`src/rtl/wport_pkg.sv`:
```
package wport_pkg;
   typedef enum logic [1:0] {
      SB_OPEN = 2'd0,
      SB_BEAT = 2'd1,
      SB_ZERO = 2'd2
   } sb_op_e;

   localparam int AUX_ZERO_BIT   = 0;
   localparam int AUX_NSLOCK_BIT = 26;
   localparam int AUX_EARLY_BIT  = 30;
   localparam int USR_ZERO_BIT   = 10;
   localparam int USR_EARLY_BIT  = 11;
   localparam logic [1:0] BRESP_OKAY = 2'b00;

   function automatic logic [31:0] aux_wmask_f(input bit has_zero, input bit has_early);
      logic [31:0] m;
      m = '1;
      if (!has_zero)  m[AUX_ZERO_BIT]  = 1'b0;
      if (!has_early) m[AUX_EARLY_BIT] = 1'b0;
      return m;
   endfunction
endpackage

```
`src/rtl/wport_cfg_regs.sv`:
```
module wport_cfg_regs
   import wport_pkg::*;
#(
   parameter int LOCK_W    = 16,
   parameter bit HAS_ZERO  = 1'b1,
   parameter bit HAS_EARLY = 1'b1
) (
   input  logic              clk,
   input  logic              rst_n,
   input  logic              cfg_we,
   input  logic              cfg_sel,
   input  logic              cfg_nonsec,
   input  logic [31:0]       cfg_wdata,
   output logic [31:0]       aux_q,
   output logic [LOCK_W-1:0] lock_q
);
   localparam logic [31:0] AUX_WMASK = aux_wmask_f(HAS_ZERO, HAS_EARLY);

   logic lock_wr_ok;
   assign lock_wr_ok = !cfg_nonsec || aux_q[AUX_NSLOCK_BIT];

   always_ff @(posedge clk) begin
      if (!rst_n) begin
         aux_q  <= '0;
         lock_q <= '0;
      end else if (cfg_we) begin
         if (!cfg_sel)
            aux_q <= cfg_wdata & AUX_WMASK;
         else if (lock_wr_ok)
            lock_q <= cfg_wdata[LOCK_W-1:0];
      end
   end


   ns_lock_block_chk: assert property (@(posedge clk) disable iff (!rst_n)
      (cfg_we && cfg_sel && cfg_nonsec && !aux_q[AUX_NSLOCK_BIT]) |=> $stable(lock_q));
endmodule

```
`src/rtl/wport_bchan.sv`:
```
module wport_bchan
   import wport_pkg::*;
#(
   parameter int ID_W = 4
) (
   input  logic            clk,
   input  logic            rst_n,
   input  logic            push,
   input  logic [ID_W-1:0] push_id,
   input  logic            bready,
   output logic            bvalid,
   output logic [ID_W-1:0] bid,
   output logic [1:0]      bresp
);
   always_ff @(posedge clk) begin
      if (!rst_n) begin
         bvalid <= 1'b0;
         bid    <= '0;
      end else if (push) begin
         bvalid <= 1'b1;
         bid    <= push_id;
      end else if (bvalid && bready) begin
         bvalid <= 1'b0;
      end
   end

   assign bresp = BRESP_OKAY;


   no_double_push_chk: assert property (@(posedge clk) disable iff (!rst_n)
      push |-> !bvalid);


   b_hold_chk: assert property (@(posedge clk) disable iff (!rst_n)
      (bvalid && !bready) |=> (bvalid && $stable(bid)));
endmodule

```
`src/rtl/wport_seq.sv`:
```
module wport_seq
   import wport_pkg::*;
#(
   parameter int ADDR_W     = 32,
   parameter int DATA_W     = 64,
   parameter int ID_W       = 4,
   parameter int USER_W     = 12,
   parameter int LINE_BYTES = 32
) (
   input  logic                clk,
   input  logic                rst_n,
   input  logic                zero_en,
   input  logic                early_en,
   input  logic                awvalid,
   output logic                awready,
   input  logic [ID_W-1:0]     awid,
   input  logic [ADDR_W-1:0]   awaddr,
   input  logic [7:0]          awlen,
   input  logic [2:0]          awsize,
   input  logic [USER_W-1:0]   awuser,
   input  logic                wvalid,
   output logic                wready,
   input  logic [DATA_W-1:0]   wdata,
   input  logic [DATA_W/8-1:0] wstrb,
   input  logic                wlast,
   output logic                sb_valid,
   input  logic                sb_ready,
   output logic [1:0]          sb_op,
   output logic [ADDR_W-1:0]   sb_addr,
   output logic [DATA_W-1:0]   sb_data,
   output logic [DATA_W/8-1:0] sb_strb,
   input  logic                bvalid_i,
   output logic                push,
   output logic [ID_W-1:0]     push_id
);
   localparam int STRB_W   = DATA_W / 8;
   localparam int LINE_OFF = $clog2(LINE_BYTES);

   typedef enum logic [1:0] {ST_IDLE, ST_CMD, ST_DATA} st_e;

   st_e               state_q;
   logic [ID_W-1:0]   id_q;
   logic [ADDR_W-1:0] addr_q;
   logic [2:0]        size_q;
   logic [7:0]        len_q;
   logic [7:0]        beat_q;
   logic              zero_q;
   logic              early_q;

   logic              aw_hs;
   logic              w_hs;
   logic [ADDR_W-1:0] step;
   logic [ADDR_W-1:0] addr_next;
   logic [ADDR_W-1:0] line_addr;

   logic unused_user;
   assign unused_user = ^awuser;

   assign awready   = (state_q == ST_IDLE) && !bvalid_i;
   assign aw_hs     = awvalid && awready;
   assign w_hs      = wvalid && wready;
   assign step      = ADDR_W'(1) << size_q;
   assign addr_next = (addr_q & ~(step - ADDR_W'(1))) + step;
   assign line_addr = {addr_q[ADDR_W-1:LINE_OFF], LINE_OFF'(0)};

   always_comb begin
      sb_valid = 1'b0;
      sb_op    = SB_OPEN;
      sb_addr  = addr_q;
      sb_data  = '0;
      sb_strb  = '0;
      wready   = 1'b0;
      case (state_q)
         ST_CMD: begin
            sb_valid = 1'b1;
            if (zero_q) begin
               sb_op   = SB_ZERO;
               sb_addr = line_addr;
               sb_strb = {STRB_W{1'b1}};
            end
         end
         ST_DATA: begin
            if (zero_q) begin
               wready = 1'b1;
            end else begin
               sb_valid = wvalid;
               sb_op    = SB_BEAT;
               sb_data  = wdata;
               sb_strb  = wstrb;
               wready   = sb_ready;
            end
         end
         default: ;
      endcase
   end

   assign push    = ((state_q == ST_CMD) && sb_ready && early_q) ||
                    ((state_q == ST_DATA) && w_hs && wlast && !early_q);
   assign push_id = id_q;

   always_ff @(posedge clk) begin
      if (!rst_n) begin
         state_q <= ST_IDLE;
         id_q    <= '0;
         addr_q  <= '0;
         size_q  <= '0;
         len_q   <= '0;
         beat_q  <= '0;
         zero_q  <= 1'b0;
         early_q <= 1'b0;
      end else begin
         case (state_q)
            ST_IDLE: if (aw_hs) begin
               state_q <= ST_CMD;
               id_q    <= awid;
               addr_q  <= awaddr;
               size_q  <= awsize;
               len_q   <= awlen;
               beat_q  <= '0;
               zero_q  <= zero_en && awuser[USR_ZERO_BIT];
               early_q <= early_en && awuser[USR_EARLY_BIT];
            end
            ST_CMD: if (sb_ready) state_q <= ST_DATA;
            ST_DATA: if (w_hs) begin
               beat_q <= beat_q + 8'd1;
               addr_q <= addr_next;
               if (wlast) state_q <= ST_IDLE;
            end
            default: state_q <= ST_IDLE;
         endcase
      end
   end


   sb_hold_chk: assert property (@(posedge clk) disable iff (!rst_n)
      (sb_valid && !sb_ready) |=> (sb_valid && $stable(sb_op) && $stable(sb_addr)));


   resp_after_last_chk: assert property (@(posedge clk) disable iff (!rst_n)
      ($rose(bvalid_i) && !early_q) |-> $past(wvalid && wready && wlast));


   early_resp_chk: assert property (@(posedge clk) disable iff (!rst_n)
      ($rose(bvalid_i) && early_q) |-> $past(state_q == ST_CMD && sb_ready));


   wlast_count_chk: assert property (@(posedge clk) disable iff (!rst_n)
      ((state_q == ST_DATA) && w_hs) |-> (wlast == (beat_q == len_q)));
endmodule

```
`src/rtl/axi_wr_early_port.sv`:
```
module axi_wr_early_port
   import wport_pkg::*;
#(
   parameter int ADDR_W     = 32,
   parameter int DATA_W     = 64,
   parameter int ID_W       = 4,
   parameter int USER_W     = 12,
   parameter int LINE_BYTES = 32,
   parameter int LOCK_W     = 16,
   parameter bit HAS_ZERO   = 1'b1,
   parameter bit HAS_EARLY  = 1'b1
) (
   input  logic                clk,
   input  logic                rst_n,
   input  logic                cfg_we,
   input  logic                cfg_sel,
   input  logic                cfg_nonsec,
   input  logic [31:0]         cfg_wdata,
   output logic [31:0]         aux_ctrl,
   output logic [LOCK_W-1:0]   lockdown,
   input  logic                awvalid,
   output logic                awready,
   input  logic [ID_W-1:0]     awid,
   input  logic [ADDR_W-1:0]   awaddr,
   input  logic [7:0]          awlen,
   input  logic [2:0]          awsize,
   input  logic [USER_W-1:0]   awuser,
   input  logic                wvalid,
   output logic                wready,
   input  logic [DATA_W-1:0]   wdata,
   input  logic [DATA_W/8-1:0] wstrb,
   input  logic                wlast,
   output logic                bvalid,
   input  logic                bready,
   output logic [ID_W-1:0]     bid,
   output logic [1:0]          bresp,
   output logic                sb_valid,
   input  logic                sb_ready,
   output logic [1:0]          sb_op,
   output logic [ADDR_W-1:0]   sb_addr,
   output logic [DATA_W-1:0]   sb_data,
   output logic [DATA_W/8-1:0] sb_strb
);
   localparam int STRB_W = DATA_W / 8;

   generate
      if (USER_W <= USR_EARLY_BIT) begin : g_bad_user
         $error("USER_W too narrow for request bits");
      end
      if ((DATA_W % 8) != 0 || DATA_W < 8) begin : g_bad_data
         $error("DATA_W must be a whole number of bytes");
      end
      if (LINE_BYTES < STRB_W || (LINE_BYTES & (LINE_BYTES - 1)) != 0) begin : g_bad_line
         $error("LINE_BYTES must be a power of two no smaller than a beat");
      end
      if (LOCK_W < 1 || LOCK_W > 32) begin : g_bad_lock
         $error("LOCK_W must be 1 to 32");
      end
   endgenerate

   logic            push;
   logic [ID_W-1:0] push_id;

   wport_cfg_regs #(
      .LOCK_W(LOCK_W), .HAS_ZERO(HAS_ZERO), .HAS_EARLY(HAS_EARLY)
   ) u_regs (
      .clk(clk), .rst_n(rst_n), .cfg_we(cfg_we), .cfg_sel(cfg_sel),
      .cfg_nonsec(cfg_nonsec), .cfg_wdata(cfg_wdata),
      .aux_q(aux_ctrl), .lock_q(lockdown)
   );

   wport_seq #(
      .ADDR_W(ADDR_W), .DATA_W(DATA_W), .ID_W(ID_W),
      .USER_W(USER_W), .LINE_BYTES(LINE_BYTES)
   ) u_seq (
      .clk(clk), .rst_n(rst_n),
      .zero_en(aux_ctrl[AUX_ZERO_BIT]), .early_en(aux_ctrl[AUX_EARLY_BIT]),
      .awvalid(awvalid), .awready(awready), .awid(awid), .awaddr(awaddr),
      .awlen(awlen), .awsize(awsize), .awuser(awuser),
      .wvalid(wvalid), .wready(wready), .wdata(wdata), .wstrb(wstrb), .wlast(wlast),
      .sb_valid(sb_valid), .sb_ready(sb_ready), .sb_op(sb_op), .sb_addr(sb_addr),
      .sb_data(sb_data), .sb_strb(sb_strb),
      .bvalid_i(bvalid), .push(push), .push_id(push_id)
   );

   wport_bchan #(.ID_W(ID_W)) u_bchan (
      .clk(clk), .rst_n(rst_n), .push(push), .push_id(push_id),
      .bready(bready), .bvalid(bvalid), .bid(bid), .bresp(bresp)
   );
endmodule

```
`config.mk`:
```
export PLATFORM = sky130hd
export DESIGN_NAME = axi_wr_early_port
export DESIGN_NICKNAME = d
export VERILOG_FILES = /design/src/rtl/wport_pkg.sv /design/src/rtl/wport_cfg_regs.sv /design/src/rtl/wport_bchan.sv /design/src/rtl/wport_seq.sv /design/src/rtl/axi_wr_early_port.sv
export SDC_FILE = /design/constraint.sdc
export NUM_CORES = 1
export LEC_CHECK = 0
export BUFFER_PORTS_ARGS = -buffer_cell sky130_fd_sc_hd__buf_4
export CAP_MARGIN = 20
export CELL_PAD_IN_SITES_DETAIL_PLACEMENT = 1
export CELL_PAD_IN_SITES_GLOBAL_PLACEMENT = 1
export CORE_ASPECT_RATIO = 1.4
export CORE_MARGIN = 2
export CORE_UTILIZATION = 33
export CTS_BUF_LIST = sky130_fd_sc_hd__clkbuf_16
export DETAILED_ROUTE_END_ITERATION = 8
export PLACE_DENSITY_LB_ADDON = 0.1
export SETUP_SLACK_MARGIN = 0.05
export SYNTH_ARGS = -nofsm -noshare
export SYNTH_HDL_FRONTEND = slang
export SYNTH_SLANG_ARGS = --single-unit
```
`constraint.sdc`:
```
create_clock -name clk -period 4.81 [get_ports clk]
set_input_delay 0.7215 -clock clk [delete_from_list [all_inputs] [get_ports clk]]
set_output_delay 0.7215 -clock clk [all_outputs]
set_load 0.01 [all_outputs]
```
==> results of run 1 <==
[worst min-delay path, stage by stage (launching register included)]
cell and delay (ns):
dfxtp_1 0.31, nand2_1 0.05, a21oi_1 0.05
[routing by layer]
layer | up-vias | wire length, um | share of wire | track usage
li1 | 3130 | - | - | -
met1 | 3007 | 9268 | 0.37 | 0.2856
met2 | 199 | 12520 | 0.51 | 0.4498
met3 | 17 | 2666 | 0.11 | 0.1243
met4 | 0 | 302 | 0.012 | 0.05401
met5 | - | 0 | 0 | 0
[Yosys cell counts, types with 3 or more instances]
cell type / count
nor4_1: 3
inv_1: 15
a21o_1: 13
or3_1: 11
nand3_1: 21
o311a_1: 3
nand4_1: 4
and2_1: 74
nor2b_1: 6
buf_4: 34
clkbuf_1: 41
nand2_1: 117
a211oi_2: 3
a21oi_1: 60
a211oi_1: 9
a41oi_1: 3
nand2b_1: 6
dfxtp_1: 96
a31oi_1: 6
o21ai_2: 3
nor2_1: 54
xnor2_1: 5
o211ai_1: 7
and3_1: 11
a311oi_1: 4
nor3_1: 14
a22oi_1: 3
o21ai_0: 17
o221ai_1: 3
a221oi_1: 3
a21boi_0: 5
o2111a_1: 3
mux2i_1: 28
buf_1: 5
ha_1: 9
o21ai_1: 3
[flip-flops by register name (all words and copies together), names as in the netlist]
register        count
u_regs.aux_q       32
u_seq.addr_q       32
u_regs.lock_q      16
u_bchan.bid         4
u_seq.push_id       4
u_seq.size_q        3
u_seq.state_q       2
u_bchan.bvalid      1
u_seq.early_q       1
u_seq.zero_q        1
[cell families after synthesis]
group / synth area share
and+or+nand+nor: 0.2881
muxes: 0.04975
adders and majority gates: 0.01922
xor gates and xnor gates: 0.008969
other: 0.0006400
AOI/OAI and AO/OA: 0.2212
buffers and inverters: 0.08413
DFF: 0.3280
[area by class of cell]
type / instances / area, um2 / share of cell area
inverter: 16 / 60.06 / 0.007081
timing repair buffer: 327 / 2455 / 0.2894
clock buffer: 9 / 225.2 / 0.02655
sequential: 96 / 1922 / 0.2266
tap: 236 / 295.3 / 0.03481
multi-input combinational: 565 / 3463 / 0.4083
clock inverter: 7 / 61.31 / 0.007228
[power breakdown]
group / switching, mW / internal (mW)
registers: 0.159 / 0.917
logic: 0.800 / 0.669
clock network: 0.365 / 0.363
total: 1.32 / 1.95
[path summary, 6_finish.rpt]
path | from | end | slack [ns] | cells past startpoint
setup / recovery | u_seq.state_q[0]$_SDFFE_PN0P_ | sb_strb[2] | 1.32 | 7
hold / removal | u_seq.push_id[3]$_SDFFE_PN0P_ | u_seq.push_id[3]$_SDFFE_PN0P_ | 0.46 | 2
setup reg to reg | u_seq.size_q[2]$_SDFFE_PN0P_ | u_seq.addr_q[22]$_SDFFE_PN0P_ | 1.57 | 10
hold reg to reg | u_seq.push_id[3]$_SDFFE_PN0P_ | u_seq.push_id[3]$_SDFFE_PN0P_ | 0.46 | 2
==> summary.md, run 1 <==
| Metric | Value |
|---|---|
| Run status | complete, no violations |
| Ant diodes | 0 |
| Dpl hpwl | 19.50 mm |
| Synthesized flop and latch total | 96 |
| Core Util, Final | 0.4874 |
| Final GP Congestion | 0.8272 |
| Die area | 18850 um2 |
| Vias | 6353 |
| First-pass GRT wire length | 37.52 mm |
| CTS tree | done |
| Vias in the first global route | 6604 |
| Grt ovf | 0 |
| Rows | 57 |
| Post-synth ARST share | 0 |
| IO Pins | 337 |
| Clock root buffer | clkbuf_16 |
| CP max-delay cell | ha_1 |
| Dpl cells | 1240 |
| Final WL | 24.76 mm |
| Initial antenna violation count | 0 |
| CP bufs+invs | 3 |
| Reg clk slew, reported paths | 0.07 ns |
| Final slew viol count | 0 |
| IO Port Bufs | 316 |
| Most Frequent Cell on Critical Path | inv_1 |
| Total negative slack | 0 ns |
| Largest net degree at the start of global routing | 46 |
| CP top delay family | simple AND/OR/NAND/NOR gates |
| GRT Util Overall | 0.2589 |
| Max_cap viols | 0 |
| Pre-CTS WS | 1.446 ns |
| Fin nets | 1197 |
| Worst setup SP type | flop |
| Cts hold-fix bufs | 0 |
| Number of buffers created by CTS | 9 |
| Peak Freq | 0.2869 GHz |
| Min cycle time layout | 3.486 ns |
| Placement Cell Area | 8195 um2 |
| CP Capture Type | output pin |
| Total power divided by cell area | 385.8 nW/um2 |
| Ys Warns | 0 |
| LEAKAGE | 3.982 nW |
| First-pass iteration count of the detailed router | 4 |
| Min Hold Slack | 0.4609 ns |
| Initial DRC Count | 288 |
| CP required | 4.09 ns |
| Worst EP arrival | 2.76 ns |
| Layout cells sized above 1 | 0.3608 |
| Unrepaired setup endpoints after global routing | false |
| Worst clock skew | 0.009276 ns |
| Prevailing post-synth register cell | dfxtp_1 |
| Hold Vio Cnt, Final | 0 |
| Total power | 3.272 mW |
| Vias per inst | 5.058 |
| Worst IR Drop VDD | 0.0001924 V |
| Post-DR wirelength/cell | 19.71 um |
| Post-synth EDFFs | 0 |
| Die width | 116.6 um |
| Clock tree buffer depth | 2 |
| Worst setup margin | 1.324 ns |
| Clk_lat worst skew | 0.35 ns |
| Critical path, cell by cell | inv_1 > ha_1 > inv_1 > nor2_4 > and2_1 > a21o_1 > buf_4 |
| Fin crit share | 0.7247 |
| Resize count post-CTS | 0 |
| Cells after synthesis | 757 |
| Mean area per synthesized cell | 7.740 um2 |
| Max-slew headroom | 0.4017 |
| Hold Path Class | reg2reg |
| Design area | 8482 um2 |
| Worst Tran Pin Value | 0.8961 ns |
| Critical path class | reg2out |
| Initial Util | 0.3367 |
| H-tree depth | 3 |
| Sequential-to-total area share from yosys stat | 0.3280 |
| Synth area leader | dfxtp_1 |
| Worst stage delay on the critical path | 0.63 ns |
| Die Height | 161.7 um |
| Setup bufs post-CTS | 0 |
| Non-filler cells, final | 1256 |
| Core ar. | 17400 um2 |
| Fill cells | 2207 |
| DRC Markers | 0 |
| Most frequent cells in the layout | buf_4 (327), nand2_1 (117), dfxtp_1 (96) |
| P&R area growth vs syn | 44.76% |
| Worst-path fanout max | 32 |
| Most common cell after layout, fill and taps aside | buf_4 |
| CTS sink cnt | 96 |
| Post-synth top area share | 0.3280 |
| Setup violators final | 0 |
| Largest cells by area after synthesis | dfxtp_1 (33%), and2_1 (7.9%), nand2_1 (7.5%), a21oi_1 (5.1%), mux2i_1 (4.8%) |
| Final ANT Viol Nets | 0 |
| Unique cell type count in the Yosys netlist | 78 |
| Post-Syn Area | 5859 um2 |
Power figures use the tool's default switching activity.
==> run 2: changes to the inputs <==
ABC_AREA = 1   (was unset)
CORE_UTILIZATION = 26   (was 33)
clock period = 3.1 ns   (was 4.81 ns; I/O delays follow)
==> run 2 against run 1 <==
Net effect:
- sequential power is 67% higher
- via count is 19% higher
- synthesized cell count is 38% higher
- critical path depth is 9 higher
- die area is 34% higher
- count of clock-buffer cells in the layout stayed put
- final cell count is 29% higher
- clock skew is 0.0042 ns higher
- global-route usage is 5.1 points lower
- combinational power grew to 2.5 times the previous value
- hold slack worse by 0.13 ns
- sequential share of layout area is 1.3 points lower
- critical endpoint is now u_seq.addr_q[11]$_SDFFE_PN0P_
==> summary.md, run 2 <==
| Metric | Value |
|---|---|
| Initial DRC Count | 269 (was 288) |
| Final WL | 26.35 mm (was 24.76 mm) |
| Post-Syn Area | 6218 um2 (was 5859 um2) |
| First-pass GRT wire length | 41.76 mm (was 37.52 mm) |
| Hold Path Class | in2reg (was reg2reg) |
| CTS tree | done (unchanged) |
| CP top delay family | simple AND/OR/NAND/NOR gates (unchanged) |
| Vias per inst | 4.638 (was 5.058) |
| Vias in the first global route | 7921 (was 6604) |
| Ant diodes | 0 (unchanged) |
| Worst-path fanout max | 6 (was 32) |
| Most common cell after layout, fill and taps aside | buf_4 (unchanged) |
| Fill cells | 3154 (was 2207) |
| Die Height | 187.0 um (was 161.7 um) |
| Run status | complete, no violations (unchanged) |
| Total power divided by cell area | 734.2 nW/um2 (was 385.8 nW/um2) |
| Ys Warns | 0 (unchanged) |
| LEAKAGE | 4.511 nW (was 3.982 nW) |
| CP bufs+invs | 3 (unchanged) |
| Clock tree buffer depth | 2 (unchanged) |
| Unrepaired setup endpoints after global routing | false (unchanged) |
| Post-synth ARST share | 0 (unchanged) |
| Worst stage delay on the critical path | 0.33 ns (was 0.63 ns) |
| CP max-delay cell | ha_1 (unchanged) |
| Peak Freq | 0.3599 GHz |
| Synth area leader | dfxtp_1 (unchanged) |
| Largest cells by area after synthesis | dfxtp_1 (31%), nor2_1 (16%), nand2_1 (15%), o21ai_0 (5.4%), nand3_1 (5.2%) (was dfxtp_1 (33%), and2_1 (7.9%), nand2_1 (7.5%), a21oi_1 (5.1%), mux2i_1 (4.8%)) |
| CP required | 3.32 ns (was 4.09 ns) |
| CTS sink cnt | 96 (unchanged) |
| Post-synth top area share | 0.3091 (was 0.3280) |
| Max_cap viols | 0 (unchanged) |
| Number of buffers created by CTS | 9 (unchanged) |
| Total negative slack | 0 ns (unchanged) |
| Post-DR wirelength/cell | 16.21 um (was 19.71 um) |
| Cts hold-fix bufs | 0 (unchanged) |
| Prevailing post-synth register cell | dfxtp_1 (unchanged) |
| Clock root buffer | clkbuf_16 (unchanged) |
| Post-synth EDFFs | 0 (unchanged) |
| Top Registers | u_regs.aux_q (32), u_seq.addr_q (32), u_regs.lock_q (16) (unchanged) |
| Dpl hpwl | 20.79 mm (was 19.50 mm) |
| Worst Tran Pin Value | 0.7787 ns (was 0.8961 ns) |
| FF-to-FF path depth | 16 (was 10) |
| Final slew viol count | 0 (unchanged) |
| Critical path class | reg2reg (was reg2out) |
| Critical path, cell by cell | buf_4 > nor2_4 > nand2_1 > ha_1 > nand2_1 > inv_1 > nand3_1 > nand3_1 > nand2_1 > inv_1 > nand3_1 > nand3_1 > nand2_1 > nand2_1 > o21ai_0 > a21oi_1 (was inv_1 > ha_1 > inv_1 > nor2_4 > and2_1 > a21o_1 > buf_4) |
| Initial Util | 0.2621 (was 0.3367) |
| H-tree depth | 3 (unchanged) |
| Core Util, Final | 0.3799 (was 0.4874) |
| Initial antenna violation count | 0 (unchanged) |
| Largest net degree at the start of global routing | 63 (was 46) |
| First-pass iteration count of the detailed router | 4 (unchanged) |
| RR Endpoint | u_seq.addr_q[11]$_SDFFE_PN0P_ (was u_seq.addr_q[22]$_SDFFE_PN0P_) |
| Unique cell type count in the Yosys netlist | 40 (was 78) |
| Min Hold Slack | 0.3340 ns (was 0.4609 ns) |
| Core ar. | 23720 um2 (was 17400 um2) |
| Max-slew headroom | 0.4761 (was 0.4017) |
| Min cycle time layout | 2.779 ns |
| Grt ovf | 0 (unchanged) |
| Cells after synthesis | 1044 (was 757) |
| Die width | 134.7 um (was 116.6 um) |
| Synthesized flop and latch total | 96 (unchanged) |
| RR Startpoint | u_seq.size_q[2]$_SDFFE_PN0P_ (unchanged) |
| GRT Util Overall | 0.2078 (was 0.2589) |
| Reg clk slew, reported paths | 0.07 ns (about the same) |
| Most Frequent Cell on Critical Path | nand2_1 (was inv_1) |
| Setup violators final | 0 (unchanged) |
| Layout cells sized above 1 | 0.2948 (was 0.3608) |
| Worst setup SP type | flop (unchanged) |
| Clk_lat worst skew | 0.36 ns (was 0.35 ns) |
| Count leader, synth | nor2_1 (was nand2_1) |
| Mean area per synthesized cell | 5.956 um2 (was 7.740 um2) |
| Die area | 25190 um2 (was 18850 um2) |
| Sequential-to-total area share from yosys stat | 0.3091 (was 0.3280) |
| Worst clock skew | 0.01352 ns (was 0.009276 ns) |
| Hold Vio Cnt, Final | 0 (unchanged) |
| Final ANT Viol Nets | 0 (unchanged) |
| Fin crit share | 0.8964 |
| Synth cell count leaders | nor2_1 (263), nand2_1 (248), dfxtp_1 (96) (was nand2_1 (117), dfxtp_1 (96), and2_1 (74)) |
| Worst EP arrival | 3.00 ns (was 2.76 ns) |
| Rows | 67 (was 57) |
| P&R area growth vs syn | 44.95% (was 44.76%) |
| Vias | 7542 (was 6353) |
| DRC Markers | 0 (unchanged) |
| Total power | 6.618 mW (was 3.272 mW) |
| Worst IR Drop VDD | 0.0003638 V (was 0.0001924 V) |
| Final GP Congestion | 0.8645 (was 0.8272) |
| Worst hold path stage count | 3 (was 2) |
| Setup bufs post-CTS | 0 (unchanged) |
| Resize count post-CTS | 0 (unchanged) |
| Most frequent cells in the layout | buf_4 (333), nor2_1 (262), nand2_1 (248) (was buf_4 (327), nand2_1 (117), dfxtp_1 (96)) |
| Hold endpoint | u_regs.aux_q[29]$_SDFFE_PN0P_ (was u_seq.push_id[3]$_SDFFE_PN0P_) |
| CP Capture Type | flop (was output pin) |
| IO Port Bufs | 316 (unchanged) |
| IO Pins | 337 (unchanged) |
| Fin nets | 1493 (was 1197) |
| Reg2Reg Setup Slack | 0.32 ns (was 1.57 ns) |
| HP Start | cfg_wdata[29] (was u_seq.push_id[3]$_SDFFE_PN0P_) |
[run 2: final cells by class]
type	instances	area (um2)	area share
Tap cell	310	387.9	0.04303
Clock buffer	9	225.2	0.02499
Timing Repair Buffer	334	2520	0.2796
Clock inverter	7	61.31	0.006802
Inverter	84	315.3	0.03498
Multi-Input combinational cell	786	3582	0.3974
Sequential cell	96	1922	0.2132
[run 2: power by group]
group	internal, mW	total (mW)	switching (mW)	leakage (nW)
combinational	1.43	3.68	2.25	3.58
clock	0.563	1.13	0.571	0.140
sequential	1.51	1.80	0.294	0.790
[run 2: how the worst max path moves through the flow]
stage | startpoint | endpoint | slack [ns] | depth (start not counted)
detailed placement | u_seq.size_q[1]$_SDFFE_PN0P_ | u_seq.addr_q[27]$_SDFFE_PN0P_ | 0.36 | 18
finish | u_seq.size_q[2]$_SDFFE_PN0P_ | u_seq.addr_q[11]$_SDFFE_PN0P_ | 0.32 | 16
global route | u_seq.size_q[1]$_SDFFE_PN0P_ | u_seq.addr_q[27]$_SDFFE_PN0P_ | 0.08 | 18
CTS | u_seq.size_q[2]$_SDFFE_PN0P_ | u_seq.addr_q[11]$_SDFFE_PN0P_ | 0.34 | 16
global placement | u_seq.size_q[2]$_SDFFE_PN0P_ | u_seq.addr_q[11]$_SDFFE_PN0P_ | 0.41 | 16
floorplan | u_seq.size_q[2]$_SDFFE_PN0P_ | u_seq.addr_q[17]$_SDFFE_PN0P_ | 0.50 | 18
[run 2: cell families (layout without fill, tap and decap cells)]
kind of cell | after synthesis | count (layout) | share of synthesized area
buffers and inverters | 163 | 434 | 0.1181
AOI/OAI and AO/OA | 142 | 142 | 0.1245
adders and majority gates | 9 | 9 | 0.01811
xor gates and xnor gates | 4 | 4 | 0.005635
other | 1 | 2 | 0.0006030
and+or+nand+nor | 629 | 629 | 0.4239
DFF | 96 | 96 | 0.3091
[run 2: routing by layer]
layer	vias to the layer above	share of wire	track usage	wire length (um)
li1	3819	-	-	-
met1	3525	0.38	0.2233	10030
met2	163	0.53	0.3856	14020
met3	35	0.061	0.05745	1603
met4	0	0.026	0.06883	694
met5	-	0	0	0
[run 2: worst register-to-register path, cell delays in order (launching register included)]
cell and delay, ns:
dfxtp_1 0.32, buf_4 0.16, nor2_4 0.21, nand2_1 0.15
ha_1 0.33, nand2_1 0.15, inv_1 0.06, nand3_1 0.16
nand3_1 0.13, nand2_1 0.10, inv_1 0.08, nand3_1 0.09
nand3_1 0.27, nand2_1 0.14, nand2_1 0.05, o21ai_0 0.16
a21oi_1 0.09
[run 2: stage by stage]
stage                     instance area [um2]  setup slack (ns)  instances
after global routing                     9014           0.07812       1626
after CTS                                9014            0.3425       1626
after global placement                   8727            0.4139       1610
after floorplan                          6222            0.5011       1045
after detailed placement                 8727            0.3643       1610
final                                    9014            0.3211       1626
